File: config.mk
export PLATFORM = sky130hd
export DESIGN_NAME = ackpoll_seq
export DESIGN_NICKNAME = d
export VERILOG_FILES = /design/src/rtl/ackpoll_pkg.sv /design/src/rtl/ackpoll_ctrl_byte.sv /design/src/rtl/ackpoll_cfg_latch.sv /design/src/rtl/ackpoll_poll_cnt.sv /design/src/rtl/ackpoll_seq.sv
export SDC_FILE = /design/constraint.sdc
export NUM_CORES = 1
export LEC_CHECK = 0
export ABC_AREA = 0
export BUFFER_PORTS_ARGS = -buffer_cell sky130_fd_sc_hd__buf_2
export CORE_MARGIN = 5
export CORE_UTILIZATION = 25
export CTS_BUF_LIST = sky130_fd_sc_hd__clkbuf_4 sky130_fd_sc_hd__clkbuf_8 sky130_fd_sc_hd__clkbuf_16
export CTS_CLUSTER_SIZE = 10
export DETAILED_ROUTE_END_ITERATION = 8
export MAX_ROUTING_LAYER = met4
export PLACE_DENSITY_LB_ADDON = 0.05
export SLEW_MARGIN = 20
export SYNTH_ARGS = -nofsm -noshare
export SYNTH_HDL_FRONTEND = slang
export SYNTH_HIERARCHICAL = 1
export SYNTH_SLANG_ARGS = --single-unit
export TNS_END_PERCENT = 50
File: constraint.sdc
create_clock -name clk_i -period 3.3 [get_ports clk_i]
set_input_delay 0.165 -clock clk_i [delete_from_list [all_inputs] [get_ports clk_i]]
set_output_delay 0.165 -clock clk_i [all_outputs]
set_load 0.02 [all_outputs]
File: src/rtl/ackpoll_pkg.sv
package ackpoll_pkg;

  typedef enum logic [1:0] {
    CMD_NONE  = 2'd0,
    CMD_START = 2'd1,
    CMD_BYTE  = 2'd2,
    CMD_STOP  = 2'd3
  } bus_cmd_e;

  typedef enum logic [2:0] {
    S_IDLE,
    S_START_REQ,
    S_START_WAIT,
    S_CTRL_REQ,
    S_CTRL_WAIT,
    S_STOP_REQ,
    S_STOP_WAIT
  } seq_state_e;

endpackage

File: src/rtl/ackpoll_ctrl_byte.sv
module ackpoll_ctrl_byte #(
  parameter int DEV_W = 4,
  parameter int SEL_W = 3,
  localparam int BYTE_W = DEV_W + SEL_W + 1
) (
  input  logic [DEV_W-1:0]  dev_code_i,
  input  logic [SEL_W-1:0]  chip_sel_i,
  output logic [BYTE_W-1:0] ctrl_byte_o
);
  // lsb is the direction bit: 0 = write
  assign ctrl_byte_o = {dev_code_i, chip_sel_i, 1'b0};
endmodule

File: src/rtl/ackpoll_cfg_latch.sv
module ackpoll_cfg_latch #(
  parameter int DEV_W = 4,
  parameter int SEL_W = 3,
  parameter int CNT_W = 8,
  localparam int BYTE_W = DEV_W + SEL_W + 1
) (
  input  logic              clk_i,
  input  logic              rst_ni,
  input  logic              load_i,
  input  logic [DEV_W-1:0]  dev_code_i,
  input  logic [SEL_W-1:0]  chip_sel_i,
  input  logic [CNT_W-1:0]  limit_i,
  input  logic              chain_i,
  output logic [BYTE_W-1:0] ctrl_byte_o,
  output logic [CNT_W-1:0]  limit_o,
  output logic              chain_o
);
  logic [BYTE_W-1:0] byte_d;

  ackpoll_ctrl_byte #(.DEV_W(DEV_W), .SEL_W(SEL_W)) u_byte (
    .dev_code_i (dev_code_i),
    .chip_sel_i (chip_sel_i),
    .ctrl_byte_o(byte_d)
  );

  always_ff @(posedge clk_i or negedge rst_ni) begin
    if (!rst_ni) begin
      ctrl_byte_o <= '0;
      limit_o     <= '0;
      chain_o     <= 1'b0;
    end else if (load_i) begin
      ctrl_byte_o <= byte_d;
      limit_o     <= limit_i;
      chain_o     <= chain_i;
    end
  end
endmodule

File: src/rtl/ackpoll_poll_cnt.sv
module ackpoll_poll_cnt #(
  parameter int CNT_W = 8
) (
  input  logic             clk_i,
  input  logic             rst_ni,
  input  logic             clr_i,
  input  logic             inc_i,
  input  logic [CNT_W-1:0] limit_i,
  output logic             last_o
);
  logic [CNT_W:0] cnt_q;
  logic [CNT_W:0] used;
  logic [CNT_W:0] eff_limit;

  always_ff @(posedge clk_i or negedge rst_ni) begin
    if (!rst_ni)    cnt_q <= '0;
    else if (clr_i) cnt_q <= '0;
    else if (inc_i) cnt_q <= cnt_q + 1'b1;
  end

  // attempt currently in flight is number cnt_q+1; a zero limit means one try
  assign used      = cnt_q + 1'b1;
  assign eff_limit = (limit_i == '0) ? {{CNT_W{1'b0}}, 1'b1} : {1'b0, limit_i};
  assign last_o    = (used >= eff_limit);
endmodule

File: src/rtl/ackpoll_seq.sv
module ackpoll_seq
  import ackpoll_pkg::*;
#(
  parameter int DEV_W = 4,
  parameter int SEL_W = 3,
  parameter int CNT_W = 8,
  localparam int BYTE_W = DEV_W + SEL_W + 1
) (
  input  logic              clk_i,
  input  logic              rst_ni,
  input  logic              req_i,
  input  logic              chain_i,
  input  logic [DEV_W-1:0]  dev_code_i,
  input  logic [SEL_W-1:0]  chip_sel_i,
  input  logic [CNT_W-1:0]  max_polls_i,
  output logic              done_o,
  output logic              err_o,
  output logic              cmd_valid_o,
  output logic [1:0]        cmd_o,
  output logic [BYTE_W-1:0] cmd_data_o,
  input  logic              cmd_ready_i,
  input  logic              rsp_valid_i,
  input  logic              rsp_ack_i
);
  seq_state_e state_q, state_d;
  bus_cmd_e   cmd_e;
  logic       accept;
  logic       fail_q, fail_d;
  logic       done_d, err_d;
  logic       nack_seen;
  logic       last_try;
  logic [BYTE_W-1:0] ctrl_byte;
  logic [CNT_W-1:0]  limit;
  logic              chain;

  assign accept = (state_q == S_IDLE) && req_i;

  ackpoll_cfg_latch #(.DEV_W(DEV_W), .SEL_W(SEL_W), .CNT_W(CNT_W)) u_cfg (
    .clk_i      (clk_i),
    .rst_ni     (rst_ni),
    .load_i     (accept),
    .dev_code_i (dev_code_i),
    .chip_sel_i (chip_sel_i),
    .limit_i    (max_polls_i),
    .chain_i    (chain_i),
    .ctrl_byte_o(ctrl_byte),
    .limit_o    (limit),
    .chain_o    (chain)
  );

  assign nack_seen = (state_q == S_CTRL_WAIT) && rsp_valid_i && !rsp_ack_i;

  ackpoll_poll_cnt #(.CNT_W(CNT_W)) u_cnt (
    .clk_i  (clk_i),
    .rst_ni (rst_ni),
    .clr_i  (accept),
    .inc_i  (nack_seen),
    .limit_i(limit),
    .last_o (last_try)
  );

  always_comb begin
    state_d = state_q;
    fail_d  = fail_q;
    done_d  = 1'b0;
    err_d   = 1'b0;
    unique case (state_q)
      S_IDLE:       if (req_i) begin
                      state_d = S_START_REQ;
                      fail_d  = 1'b0;
                    end
      S_START_REQ:  if (cmd_ready_i) state_d = S_START_WAIT;
      S_START_WAIT: if (rsp_valid_i) state_d = S_CTRL_REQ;
      S_CTRL_REQ:   if (cmd_ready_i) state_d = S_CTRL_WAIT;
      S_CTRL_WAIT:  if (rsp_valid_i) begin
                      if (rsp_ack_i) begin
                        if (chain) begin
                          state_d = S_IDLE;
                          done_d  = 1'b1;
                        end else begin
                          state_d = S_STOP_REQ;
                          fail_d  = 1'b0;
                        end
                      end else if (last_try) begin
                        state_d = S_STOP_REQ;
                        fail_d  = 1'b1;
                      end else begin
                        state_d = S_START_REQ;  // repeated start, no stop
                      end
                    end
      S_STOP_REQ:   if (cmd_ready_i) state_d = S_STOP_WAIT;
      S_STOP_WAIT:  if (rsp_valid_i) begin
                      state_d = S_IDLE;
                      done_d  = !fail_q;
                      err_d   = fail_q;
                    end
      default:      state_d = S_IDLE;
    endcase
  end

  always_ff @(posedge clk_i or negedge rst_ni) begin
    if (!rst_ni) begin
      state_q <= S_IDLE;
      fail_q  <= 1'b0;
      done_o  <= 1'b0;
      err_o   <= 1'b0;
    end else begin
      state_q <= state_d;
      fail_q  <= fail_d;
      done_o  <= done_d;
      err_o   <= err_d;
    end
  end

  always_comb begin
    unique case (state_q)
      S_START_REQ: cmd_e = CMD_START;
      S_CTRL_REQ:  cmd_e = CMD_BYTE;
      S_STOP_REQ:  cmd_e = CMD_STOP;
      default:     cmd_e = CMD_NONE;
    endcase
  end

  assign cmd_valid_o = (cmd_e != CMD_NONE);
  assign cmd_o       = cmd_e;
  assign cmd_data_o  = (state_q == S_CTRL_REQ) ? ctrl_byte : '0;
endmodule

==> results of run 1 <==
[cells in the final DEF, fill, tap and decap left out, types with 6 or more instances in the layout]
cell / synthesis / layout
sky130_fd_sc_hd__buf_2: 2 / 34
sky130_fd_sc_hd__dfrtp_1: 32 / 32
sky130_fd_sc_hd__nor2_1: 14 / 14
sky130_fd_sc_hd__mux2_4: 10 / 10
sky130_fd_sc_hd__nand2_1: 9 / 9
sky130_fd_sc_hd__ha_1: 9 / 9
sky130_fd_sc_hd__and2_1: 8 / 8
sky130_fd_sc_hd__mux2_2: 8 / 8
sky130_fd_sc_hd__inv_1: 8 / 8
sky130_fd_sc_hd__xor2_1: 8 / 8
sky130_fd_sc_hd__a21oi_1: 6 / 6
[timing repair]
item / in CTS / in global routing
endpoints found under the hold margin: 32 / 0
hold buffers: 1 / 0
buffers inserted: 0 / 0
gates resized for setup: 0 / 0
endpoints found under the setup margin: 0 / 0
[path summary, 6_finish.rpt]
| kind | endpoint | cells past startpoint | slack [ps] |
|---|---|---|---|
| max | state_q[2] | 11 | 690 |
| min | u_cfg/limit_o[0] | 2 | 110 |
| max reg2reg | state_q[2] | 11 | 690 |
| min reg2reg | u_cfg/ctrl_byte_o[5] | 1 | 510 |
| max in group asynchronous | u_cnt/cnt_q[8] | 2 | 2350 |
| min in group asynchronous | u_cfg/limit_o[6] | 2 | 480 |
[state kept, by name, summed over array words and instances, names as in the netlist]
| signal | count |
|---|---|
| u_cnt/cnt_q | 9 |
| u_cfg/ctrl_byte_o | 8 |
| state_q | 3 |
| err_o | 1 |
| done_o | 1 |
| u_cfg/chain_o | 1 |
| u_cfg/limit_o | 8 |
| fail_q | 1 |
[critical path, cell delays in order (launching register included)]
cell,delay (ps)
sky130_fd_sc_hd__dfrtp_1,410
sky130_fd_sc_hd__ha_1,250
sky130_fd_sc_hd__nand3_1,160
sky130_fd_sc_hd__xnor2_1,170
sky130_fd_sc_hd__ha_1,310
sky130_fd_sc_hd__a211oi_1,250
sky130_fd_sc_hd__o211ai_1,120
sky130_fd_sc_hd__o221ai_1,160
sky130_fd_sc_hd__nand3_1,140
sky130_fd_sc_hd__or2_2,290
sky130_fd_sc_hd__a21oi_1,160
sky130_fd_sc_hd__o21ai_1,70
[layer usage]
| layer | global-route usage, % | vias up | routed length (µm) |
|---|---|---|---|
| li1 | - | 676 | - |
| met1 | 11.79 | 655 | 1892 |
| met2 | 15.08 | 22 | 1982 |
| met3 | 2.548 | 6 | 118 |
| met4 | 3.466 | 0 | 56 |
| met5 | - | - | 0 |
[logic make-up after synthesis]
| kind of cell | after synthesis |
|---|---|
| flops | 32 |
| mux | 20 |
| fa+ha+maj | 9 |
| compound gates | 24 |
| other cells | 1 |
| buf+inv | 27 |
| simple gates | 59 |
| xor+xnor | 13 |
[stage by stage]
step	setup slack, ps	hold slack (ps)
after global placement	797.0	274.1
after detailed placement	677.2	285.3
after floorplan	996.7	-130.6
after CTS	648.1	94.29
final	688.4	108.9
after global routing	375.0	100.6
[cell type report]
type                       instances  area share (%)
clock buffer                       5           3.076
tap                              102           5.705
multi-input combinational        126           43.46
inverter                           8           1.342
sequential                        32           35.79
clock inverter                     3           1.902
timing repair buffer              37           8.725
[where the power goes]
group	total [mW]	switching [mW]	internal [mW]	leakage, nW
Clock	0.378	0.154	0.223	0.0541
Combinational	0.608	0.285	0.323	0.623
Sequential	0.663	0.139	0.524	0.405
==> metrics list, run 1 <==
- Critical hold path startpoint: max_polls_i[0]
- Count of max-cap constraint violations: 0
- Using the TritonRoute via totals, the vias-per-cell ratio works out to 4.342.
- In this run, the number of DRC markers left after iteration 0 of detailed routing was 49.
* Post-synthesis cell count: 185
* Synth Area in Simple Gates: 16.33%
- Area of the mapped netlist: between 1500 and 2000 µm²
- Total number of vias: between 1k and 1.5k
* Pwr dens: 737.0 nW/µm²
- In the routed design, unresolved DRC markers number 0.
- Clock tree synthesis selected as its root buffer the cell sky130_fd_sc_hd__clkbuf_8.
- Transition time at the pin with the least slew margin: 742.4 ps
- Pin count of the biggest net entering global routing: 33
* GR Util All Layers: 9.556%
- In this run the count of I/O pins placed on the die edge is 35.
- Proportion of synthesized area in mux cells: 13.32%
* Final count of hold timing violations: 0
* Sum of negative setup slack: 0 ps
- Summing the areas of all xor and xnor instances in the mapped netlist gives 5.826% of the synthesized area.
- The run finished with clean final reports.
- The finished cells cover 2237 µm².
* Count of cell types in the netlist: 45
- The final max-slew violation count was 0.
* Category of the worst setup path launch point: register
- Post-Synthesis Net Count: 216
- Of all cell types, the one taking the most synthesized area is sky130_fd_sc_hd__dfrtp_1.
- The first global-routing pass estimated 7.265 mm of wire.
* Share of the core filled with cells in the final layout: 29.10%
- Total global routing overflow: 0
* Maximum net fanout on the critical path: 4
* Ratio of cells with drive above 1 in the final layout: 30.81%
- Number of H-tree levels: 2
- Clock insertion delay at the later pin of the skew report: 280 ps
- Across the VDD grid, the largest voltage drop is approximately 310 µV.
- TritonCTS buffer count: 5
- Clock transition at the registers of the reported paths: around 70 ps
- The area growth from synthesis to layout is 14.47%.
* Data arrival time of the critical path: 2780 ps
- Measured along the y axis, the die boundary spans 98.42 µm.
- After floorplanning, the core was divided into 32 placement rows.
- Combined area of the multi-input logic cells: 972.2 µm²
- Port Buf Inserts: 34
* Max frequency: 382.9 MHz
- Synthesized area divided by synthesized cell count: 10.56 µm²
* Post-layout power: 1.649 mW
- Post-synth EDFFs: 0
- Wire per inst: 12.94 µm
- Number of flip-flops and latches in the synthesized netlist: 32
- Post-synthesis compound-gate area fraction: 8.003%
* Fill cell total of the finished layout: 831
* Static Leak: 1.082 nW
* Class of the tightest hold or removal check: in2reg
- Post-detailed-placement half-perimeter wirelength: about 3.0 mm
- Asr flop ratio synth: 100.0%
- The critical path starts at u_cnt/cnt_q[0].
- After synthesis, the largest family of logic cells by area is simple AND/OR/NAND/NOR gates.
- Ranked by total cell area, the synthesized netlist is headed by sky130_fd_sc_hd__dfrtp_1, sky130_fd_sc_hd__mux2_4, sky130_fd_sc_hd__ha_1.
- In this run, placement finished with an instance count of roughly 300.
* Clock tree from TritonCTS: built
- Number of antenna violations at the first check in global routing: 0
- Yosys printed 6 warnings.
- The number of antenna diodes in the final layout is 0.
* Die Wd: between 90 and 100 µm
- Area after DPL: 2116 µm²
- Post-layout instance count excluding filler cells: 313
* Register cell area after layout: 800.8 µm²
- Sorting the synthesized cells by how often they occur yields sky130_fd_sc_hd__dfrtp_1, sky130_fd_sc_hd__nor2_1, sky130_fd_sc_hd__buf_4, sky130_fd_sc_hd__mux2_4.
- Maximum clock skew at final layout: 5.472 ps
* Source of the worst register-to-register timing path: u_cnt/cnt_q[0]
- Area inside the core boundary: 7687 µm²
* Cell with the most instances after synthesis: sky130_fd_sc_hd__dfrtp_1
- The via count of the first global-routing pass came to around 1.5k.
* Main synth FF type: sky130_fd_sc_hd__dfrtp_1
- Number of nets with antenna violations after detailed routing: 0
- RSZ-0062 raised after global routing: false
- Clock sinks: 32
* Overall die area: 9686 µm²
- Critical path endpoint category: register
- Summing the areas of all fa, ha and maj instances in the mapped netlist gives 5.762% of the synthesized area.
* Final period demand of the worst path: 2612 ps
- Part of the Yosys area used for sequential elements: 40.97%
* Maximum clock path buffer count: 2
- For this block, the routed nets add up to 4.049 mm of wire.
- Before antenna repair, the detailed router went through 4 iterations.
- In this run the biggest area consumer among cell types represents 40.97% of the synthesized area.
* Worst setup path class: reg2reg
* Worst slew margin relative to its limit: 50.51%
- Data on the critical path is required at its endpoint by 3470 ps.
* # setup viols final: 0
- Final Wtd Congestion: 0.8098
* Final clock period utilization by the worst path: 79.14%
- Initial cell density of the core: between 20% and 30%
* Number of nets in the layout: 241
Note: power is estimated with default switching activity, not from simulation.
==> inputs of run 2 (changes only) <==
--- a/config.mk
+++ b/config.mk
@@ -5,7 +5,7 @@
 export SDC_FILE = /design/constraint.sdc
 export NUM_CORES = 1
 export LEC_CHECK = 0
-export ABC_AREA = 0
+export ABC_AREA = 1
 export BUFFER_PORTS_ARGS = -buffer_cell sky130_fd_sc_hd__buf_2
 export CORE_MARGIN = 5
 export CORE_UTILIZATION = 25
==> constraint.sdc (replaced) <==
create_clock -name clk_i -period 2.7 [get_ports clk_i]
set_input_delay 0.135 -clock clk_i [delete_from_list [all_inputs] [get_ports clk_i]]
set_output_delay 0.135 -clock clk_i [all_outputs]
set_load 0.02 [all_outputs]
==> run 2 against run 1 <==
Compared with the run above: register-to-register slack got worse by 400 ps; critical path depth increased by 8; via count increased by 21%; final area increased by 4.1%; combinational power increased by 50%; die area increased by 2.6%; synthesized cell count increased by 46%.
==> metrics list, run 2 <==
* Final clock period utilization by the worst path: 89.24%
- Num rows: 32
- The number of buffers and inverters on the critical path is 1.
* Cell family with the largest share of critical-path delay: simple AND/OR/NAND/NOR gates
- The internal portion of the total power is approximately 1.2 mW.
- Count of yosys warnings during synthesis: 6
- Number of nets with antenna violations after detailed routing: 0
- The number of nets in the synthesized netlist is 302.
* TritonCTS buffer count: 5
* GR Util All Layers: 10.42%
- The placed instances occupy a cell area of 2206 µm².
* Worst path setup slack after routing: 290.5 ps
* Pin count of the biggest net entering global routing: 33
- Initial cell density of the core: 25.90%
- Wire length of the first global-routing pass: 8.031 mm
* Number of antenna violations at the first check in global routing: 0
* Largest reg by FF count: u_cnt/cnt_q
- Die Wd: 99.71 µm
* Final count of hold timing violations: 0
- Cell Count Post-Placement: between 300 and 400
- The first detailed-routing pass ran for 4 iterations.
* Leading post-synthesis cells by instance count: sky130_fd_sc_hd__nand2_1, sky130_fd_sc_hd__inv_1, sky130_fd_sc_hd__dfrtp_1
* Asr flop ratio synth: 100.0%
- The register with the most flip-flops in the layout has 9 of them.
- Headroom to the max-slew limit came out at around 48%.
- For this run, global-route usage on met2 was measured as 14.73%.
- For this run, global-route usage on met1 was measured as around 14%.
- The floorplan step set the die height to 99.71 µm.
- The net count of the finished layout is 334.
* Number of H-tree levels: 2
* Overall die area: 9942 µm²
- Wire per inst: 11.50 µm
* Largest registers: u_cnt/cnt_q (9), u_cfg/ctrl_byte_o (8), u_cfg/limit_o (8)
- Worst stage delay on the critical path: between 400 and 500 ps
* Top cells by area, synth: sky130_fd_sc_hd__dfrtp_1, sky130_fd_sc_hd__nand2_1, sky130_fd_sc_hd__inv_1
- Post-layout instance count excluding filler cells: 406
* Via-to-Cell Ratio: 4.057
- Clock tree from TritonCTS: built
* # setup viols final: 0
- Clock transition at the registers of the reported paths: 70 ps
- The synthesized design contains 0 enable-type register cells.
* DRC violation count after routing: 0
- Count of max-cap constraint violations: 0
* Antenna diode count: 0
- After global routing the overflow that remains totals 0.
* Data arrival time of the critical path: 2640 ps
* Smallest hold slack: 43.34 ps
- In this run the mean area of a mapped cell was 7.424 µm².
- GRT met3 Usage: 2.314%
* Worst setup path class: reg2reg
* CTS root buf: sky130_fd_sc_hd__clkbuf_8
* Port Buf Inserts: 34
* Dominant cell type by area after synthesis: sky130_fd_sc_hd__dfrtp_1
* Max frequency: roughly 420 MHz
- The mapped netlist covers approximately 2000 µm².
* Share of the core filled with cells in the final layout: between 20% and 30%
- Wires add up to 4.667 mm.
* Maximum clock path buffer count: 2
* Clock sinks: 32
- On the critical path, the stage with the largest delay is an instance of sky130_fd_sc_hd__dfrtp_1.
- Category of the worst setup path launch point: register
- The synthesized design contains 32 register bits.
- Timing analysis after detailed placement gives a worst setup slack of 287.0 ps.
- Ordered list of cells on the worst path: ha_1 > nand3_2 > xor2_1 > inv_1 > ha_1 > nand2_1 > nor2_1 > nand2_1 > nand3_1 > nand2_1 > nand2_1 > nand2_1 > nand2_1 > nor2_1 > a21oi_1 > nand2_1 > nand2_1 > nand2_1 > nand2_1
- Most common cell after layout, fill and taps aside: sky130_fd_sc_hd__nand2_1
- Switching share of power: 44.12%
* Sequential Power Share: 37.3%
* Static Leak: 1.327 nW
* Required time of the worst setup path: 2930 ps
- Number of violations reported at the end of detailed-routing iteration 0: 58
- Area inside the core boundary: 7767 µm²
- Top-level I/O count: 35
- The most used flip-flop cell after synthesis is sky130_fd_sc_hd__dfrtp_1.
- Clock insertion delay at the later pin of the skew report: 290 ps
- Summed over all nets, the switching power comes to 0.9189 mW.
- The post-route netlist has 23.36% of its cells at a drive strength greater than 1.
* Max Slew Vio Count: 0
* Part of the Yosys area used for sequential elements: 39.80%
* Final instance area: 2328 µm²
- Count of cell types in the netlist: 29
- Of all nets on the critical path, the largest fanout is 5.
* Leading cell types in the layout, fill and taps excluded: sky130_fd_sc_hd__nand2_1, sky130_fd_sc_hd__inv_1, sky130_fd_sc_hd__buf_2
- Routability-driven placement finished with a final weighted congestion of around 0.73.
- Class of the tightest hold or removal check: in2reg
- Combinational cell fraction of total power: 43.8%
- The top cell type by area accounts for 39.80% of the synthesized area.
* Post-detailed-placement half-perimeter wirelength: 3.503 mm
- Peak supply drop: just under 400 µV
- Highest-utilization routing layer at the global route stage: met2
- Critical path endpoint category: register
- Among all cell types in the netlist, the one instantiated most often is sky130_fd_sc_hd__nand2_1.
- Transition time at the pin with the least slew margin: roughly 800 ps
- The smallest clock period supported by the final layout is computed as 2410 ps.
- Power spread over the standard cell area amounts to between 800 and 900 nW/µm².
- On the final layout, the worst clock skew is between 4 and 5 ps.
* Run status: finished clean
- Via count of the first global-routing pass: about 1.7k
* Synth-to-Final Area Change: 15.73%
- Clock share of power: 19.0%
* Total number of vias: 1647
- CP dominant cell by count: sky130_fd_sc_hd__nand2_1
- Post-synthesis cell count: 271
[run 2: cell types whose count changed after synthesis, sizes merged, moves of 7 or more]
cell | previous run | this run
nand2 | 9 | 108
and2 | 8 | 0
buf | 17 | 10
mux2 | 18 | 0
inv | 8 | 48
nor2 | 14 | 22
nand3 | 5 | 13
[run 2: stage by stage]
stage | TNS [ps] | power (mW)
after global placement | 0 | 1.713
after floorplan | 0 | 1.492
after CTS | 0 | 2.119
after detailed placement | 0 | 1.708
final | 0 | 2.083
after global routing | -42.91 | 2.292
[run 2: power by group through the flow]
stage	clock, mW	combinational (mW)	sequential, mW
6_report	0.395	0.912	0.776
2_1_floorplan	0	0.753	0.739
5_1_grt	0.429	1.06	0.801
3_5_place_dp	0	0.922	0.786
3_3_place_gp	0	0.924	0.789
4_1_cts	0.413	0.928	0.778
[run 2: worst register-to-register path: stages, from the launching register on]
cell and delay, ps:
sky130_fd_sc_hd__dfrtp_1 430, sky130_fd_sc_hd__ha_1 250, sky130_fd_sc_hd__nand3_2 140, sky130_fd_sc_hd__xor2_1 210, sky130_fd_sc_hd__inv_1 70, sky130_fd_sc_hd__ha_1 290
sky130_fd_sc_hd__nand2_1 70, sky130_fd_sc_hd__nor2_1 140, sky130_fd_sc_hd__nand2_1 60, sky130_fd_sc_hd__nand3_1 60, sky130_fd_sc_hd__nand2_1 50, sky130_fd_sc_hd__nand2_1 50
sky130_fd_sc_hd__nand2_1 40, sky130_fd_sc_hd__nand2_1 50, sky130_fd_sc_hd__nor2_1 50, sky130_fd_sc_hd__a21oi_1 120, sky130_fd_sc_hd__nand2_1 90, sky130_fd_sc_hd__nand2_1 60
sky130_fd_sc_hd__nand2_1 40, sky130_fd_sc_hd__nand2_1 60
[run 2: final cells by class]
| class | count | area (µm²) |
|---|---|---|
| inverters | 48 | 187.7 |
| well taps | 102 | 127.6 |
| fillers | 922 | 5439 |
| multi-input cells | 179 | 924.6 |
| clock inverters | 2 | 10.01 |
| flip-flops and latches | 32 | 800.8 |
| repair buffers | 37 | 195.2 |
| clock buffers | 6 | 82.58 |
[run 2: final timing paths]
check	from	to	slack, ps	cells after the start
setup / recovery	u_cnt/cnt_q[0]	state_q[2]	290	19
hold / removal	chip_sel_i[0]	u_cfg/ctrl_byte_o[1]	40	3
min in group asynchronous	rst_ni	u_cnt/cnt_q[2]	470	2
hold reg to reg	u_cfg/ctrl_byte_o[1]	u_cfg/ctrl_byte_o[1]	470	2
max in group asynchronous	rst_ni	u_cfg/limit_o[7]	1740	2
setup reg to reg	u_cnt/cnt_q[0]	state_q[2]	290	19
[run 2: routing by layer]
metal  routed length (µm)  up-vias  part of all wire (%)
li1                     -      873                     -
met1                 2434      737                    52
met2                 1965       29                    42
met3                  194        8                   4.2
met4                   73        0                   1.6
met5                    0        -                     0
[run 2: logic make-up (layout without fill, tap and decap cells)]
family,after synthesis,count (layout),synth area share (%)
fa+ha+maj,9,9,5.597
buf+inv,60,93,14.99
other cells,1,1,0.1864
flops,32,32,39.80
simple gates,149,149,33.02
compound gates,17,17,5.099
xor+xnor,3,3,1.306
[run 2: repair_timing]
item | 4_1_cts | 5_1_grt
setup endpoints to repair | 0 | 2
hold buffers | 1 | 0
resized for setup | 0 | 2
hold endpoints to repair | 32 | 0
buffers inserted | 0 | 1
==> inputs of run 3 (changes only) <==
--- a/config.mk
+++ b/config.mk
@@ -6,7 +6,7 @@
 export NUM_CORES = 1
 export LEC_CHECK = 0
 export ABC_AREA = 1
-export BUFFER_PORTS_ARGS = -buffer_cell sky130_fd_sc_hd__buf_2
+export BUFFER_PORTS_ARGS = -buffer_cell sky130_fd_sc_hd__clkbuf_2
 export CORE_MARGIN = 5
 export CORE_UTILIZATION = 25
 export CTS_BUF_LIST = sky130_fd_sc_hd__clkbuf_4 sky130_fd_sc_hd__clkbuf_8 sky130_fd_sc_hd__clkbuf_16
==> constraint.sdc (replaced) <==
create_clock -name clk_i -period 2.24 [get_ports clk_i]
set_input_delay 0.112 -clock clk_i [delete_from_list [all_inputs] [get_ports clk_i]]
set_output_delay 0.112 -clock clk_i [all_outputs]
set_load 0.02 [all_outputs]
==> run 3 against run 2 <==
Compared with the run above: register-to-register slack got worse by 270 ps; flip-flop and latch count unchanged; clock power increased by 25%; sequential power increased by 18%; combinational power increased by 40%; clock skew increased by 4.8 ps; routed wire length increased by 2.5%; clock-buffer cell count increased by 1; global-route usage increased by 0.13 points; via count increased by 4.1%; sequential share of layout area decreased by 3.0 points; final area increased by 9.8%; critical path type unchanged; largest cell class unchanged; largest power group unchanged.
==> metrics list, run 3 (synthesis results as in run 2) <==
- Setup repair after global routing could not meet its margin everywhere.
- Counting flops per register, the top entry is u_cnt/cnt_q.
- The die covers slightly below 10000 µm².
- Transition time at the pin with the least slew margin: 859.6 ps
- DRC violation count after routing: 0
- The first global-routing pass estimated 8.107 mm of wire.
- The region available for standard cell placement spans 7767 µm².
- The filler cells instantiated in the layout total 879.
* Cell with the largest stage delay on the worst path: sky130_fd_sc_hd__dfrtp_1
- Measured along the x axis, the die boundary spans 99.71 µm.
- Final period demand of the worst path: 2223 ps
- The first detailed-routing pass ran for 4 iterations.
- Max Slew Vio Count: 0
- Pwr dens: approximately 1100 nW/µm²
- After legalization and detailed placement, the total HPWL measured 3.546 mm.
- Category of the worst setup path launch point: register
- Entering global routing, the biggest net connects 33 pins.
- The top cell types in the final layout, fill and taps aside, are sky130_fd_sc_hd__nand2_1, sky130_fd_sc_hd__inv_1, sky130_fd_sc_hd__clkbuf_2.
- Reg-to-reg setup timing slack: 20 ps
* Number of antenna violations at the first check in global routing: 0
- Static Leak: 1.379 nW
- In the final routed layout, each cell accounts on average for 11.42 µm.
- After clock tree synthesis, the clock-pin slew on the worst setup and hold paths is 70 ps.
- For the worst setup path, the data arrival time is 2400 ps.
- Number of H-tree levels: 2
* Run status: finished clean
- Number of violations reported at the end of detailed-routing iteration 0: 32
- Setup violations remaining at the end of the flow were counted as 0.
- In this run the worst setup path begins at u_cnt/cnt_q[0].
- The post-route netlist has 32.49% of its cells at a drive strength greater than 1.
- For the worst flop-to-flop path, the logic depth is 18.
* Pre-CTS WS: -150.9 ps
- TritonCTS built the clock tree.
- The floorplan has 32 rows.
- The later pin in the worst-skew pair is clocked with a latency of 290 ps.
* Initial cell density of the core: between 20% and 30%
* Maximum clock path buffer count: 2
* Worst setup path class: reg2reg
* Cell Count Post-Placement: just over 400
- The startpoint identified for the worst register-to-register timing path is u_cnt/cnt_q[0].
* Total number of vias: 1714
- Combined area of the multi-input logic cells: 1045 µm²
* Maximum clock skew at final layout: 9.254 ps
- Drt total wl: around 4.8 mm
* Endpoint of the worst register-to-register path: fail_q
* Largest registers: u_cnt/cnt_q (9), u_cfg/ctrl_byte_o (8), u_cfg/limit_o (8)
* Worst stage delay on the critical path: 420 ps
- Worst path setup slack after routing: between 15 and 20 ps
* Number of nets with antenna violations after detailed routing: 0
* Count of max-cap constraint violations: 0
* Clock sinks: 32
- Via count of the first global-routing pass: 1693
- Class of the tightest hold or removal check: in2reg
* Worst hold path stage count: 3
- Routability-driven placement finished with a final weighted congestion of 0.7243.
* Worst slew margin relative to its limit: approximately 43%
- Total global routing overflow: 0
- Port Buf Inserts: 34
* Required time of the worst setup path: 2420 ps
- The library cell used most frequently in the layout, excluding fill and tap cells, is sky130_fd_sc_hd__nand2_1.
- Based on the critical path, the design can be clocked at up to ~450 MHz.
- Hold Path End: u_cfg/ctrl_byte_o[6]
- Final count of hold timing violations: 0
* GR Util All Layers: 10.55%
* Flip-flop count of the largest register after layout: 9
- Register cell area after layout: 802.0 µm²
- Number of nets in the layout: around 350
- In this run the vertical extent of the chip is 99.71 µm.
- STA classifies the critical path endpoint as a register.
* Top-level I/O count: 35
- Synth-to-Final Area Change: 27.05%
* CTS root buf: sky130_fd_sc_hd__clkbuf_8
* CP dominant cell by count: sky130_fd_sc_hd__nand2_1
- 0 antenna diodes ended up in the layout.
- Of the available clock period, the critical path in the final layout requires between 90% and 100%.
- In this run the worst path has a maximum fanout of 2.
* TritonCTS buffer count: 5
- Via-to-Cell Ratio: a little over 4
- Critical hold path startpoint: dev_code_i[2]
- Ordered list of cells on the worst path: ha_4 > buf_4 > xor2_2 > ha_1 > nand2_1 > nand2_1 > nand2_1 > nand3_1 > nand2_1 > nand2_1 > nand2_1 > nand2_2 > nor2_4 > nand3_2 > nand2_2 > nor2_1 > nand2_1 > nand2_1
- Peak supply drop: ~340 µV
- After the flow finishes, the layout carries non-filler instances totaling around 420.
-- run 3: changes by cell type in the layout (fill, tap and decap cells not counted), sizes merged --
cell,change
buf,-21
clkbuf,+35
clkinv,-2
clkinvlp,+1
-- run 3: per-layer routing --
| metal | vias to the layer above | wire [µm] | global-route usage (%) | share of wire, % |
|---|---|---|---|---|
| met5 | - | 0 | - | 0 |
| met4 | 0 | 64 | 3.466 | 1.3 |
| met3 | 6 | 189 | 2.875 | 3.9 |
| met2 | 29 | 2101 | 15.39 | 44 |
| met1 | 775 | 2429 | 14.11 | 51 |
| li1 | 904 | - | - | - |
-- run 3: worst max-delay path by stage --
stage | to
after floorplan | fail_q
after global placement | fail_q
after detailed placement | fail_q
after CTS | fail_q
after global routing | fail_q
final | fail_q
-- run 3: final cells by class --
cell class                      count  area share (%)
Clock buffer                        7           3.524
Clock inverter                      1          0.2937
Timing Repair Buffer               50           11.60
Tap cell                          102           4.993
Sequential cell                    32           31.38
Multi-Input combinational cell    179           40.87
Inverter                           48           7.342
-- run 3: worst max-delay path, delay by kind of cell, from the launching register on --
family        cells  cell delay (ps)
fa+ha+maj         2              520
flops             1              420
xor+xnor          1              180
simple gates     14              870
buf+inv           1              140
-- run 3: repair_timing --
item | 4_1_cts | 5_1_grt
pin swaps | 8 | 10
hold endpoints to repair | 32 | 0
hold buffers | 1 | 0
setup endpoints to repair | 2 | 2
buffers inserted | 5 | 2
gates resized for setup | 7 | 20
-- run 3: power breakdown --
part           switching (mW)  leakage, nW  internal, mW
Sequential              0.147        0.415         0.767
Clock                   0.231       0.0479         0.262
Combinational           0.803        0.916         0.475
-- run 3: per-stage QoR --
step	TNS (ps)	instance area (µm²)	util (%)	total power, mW	hold slack (ps)
floorplan	0	2012	-	1.798	-183.6
global placement	-222.5	2258	29.08	2.102	294.9
detailed placement	-230.9	2258	29.08	2.093	284.5
CTS	-20.20	2441	31.43	2.643	13.85
global route	-325.7	2556	32.91	2.959	23.11
finish	0	2556	32.91	2.684	23.09
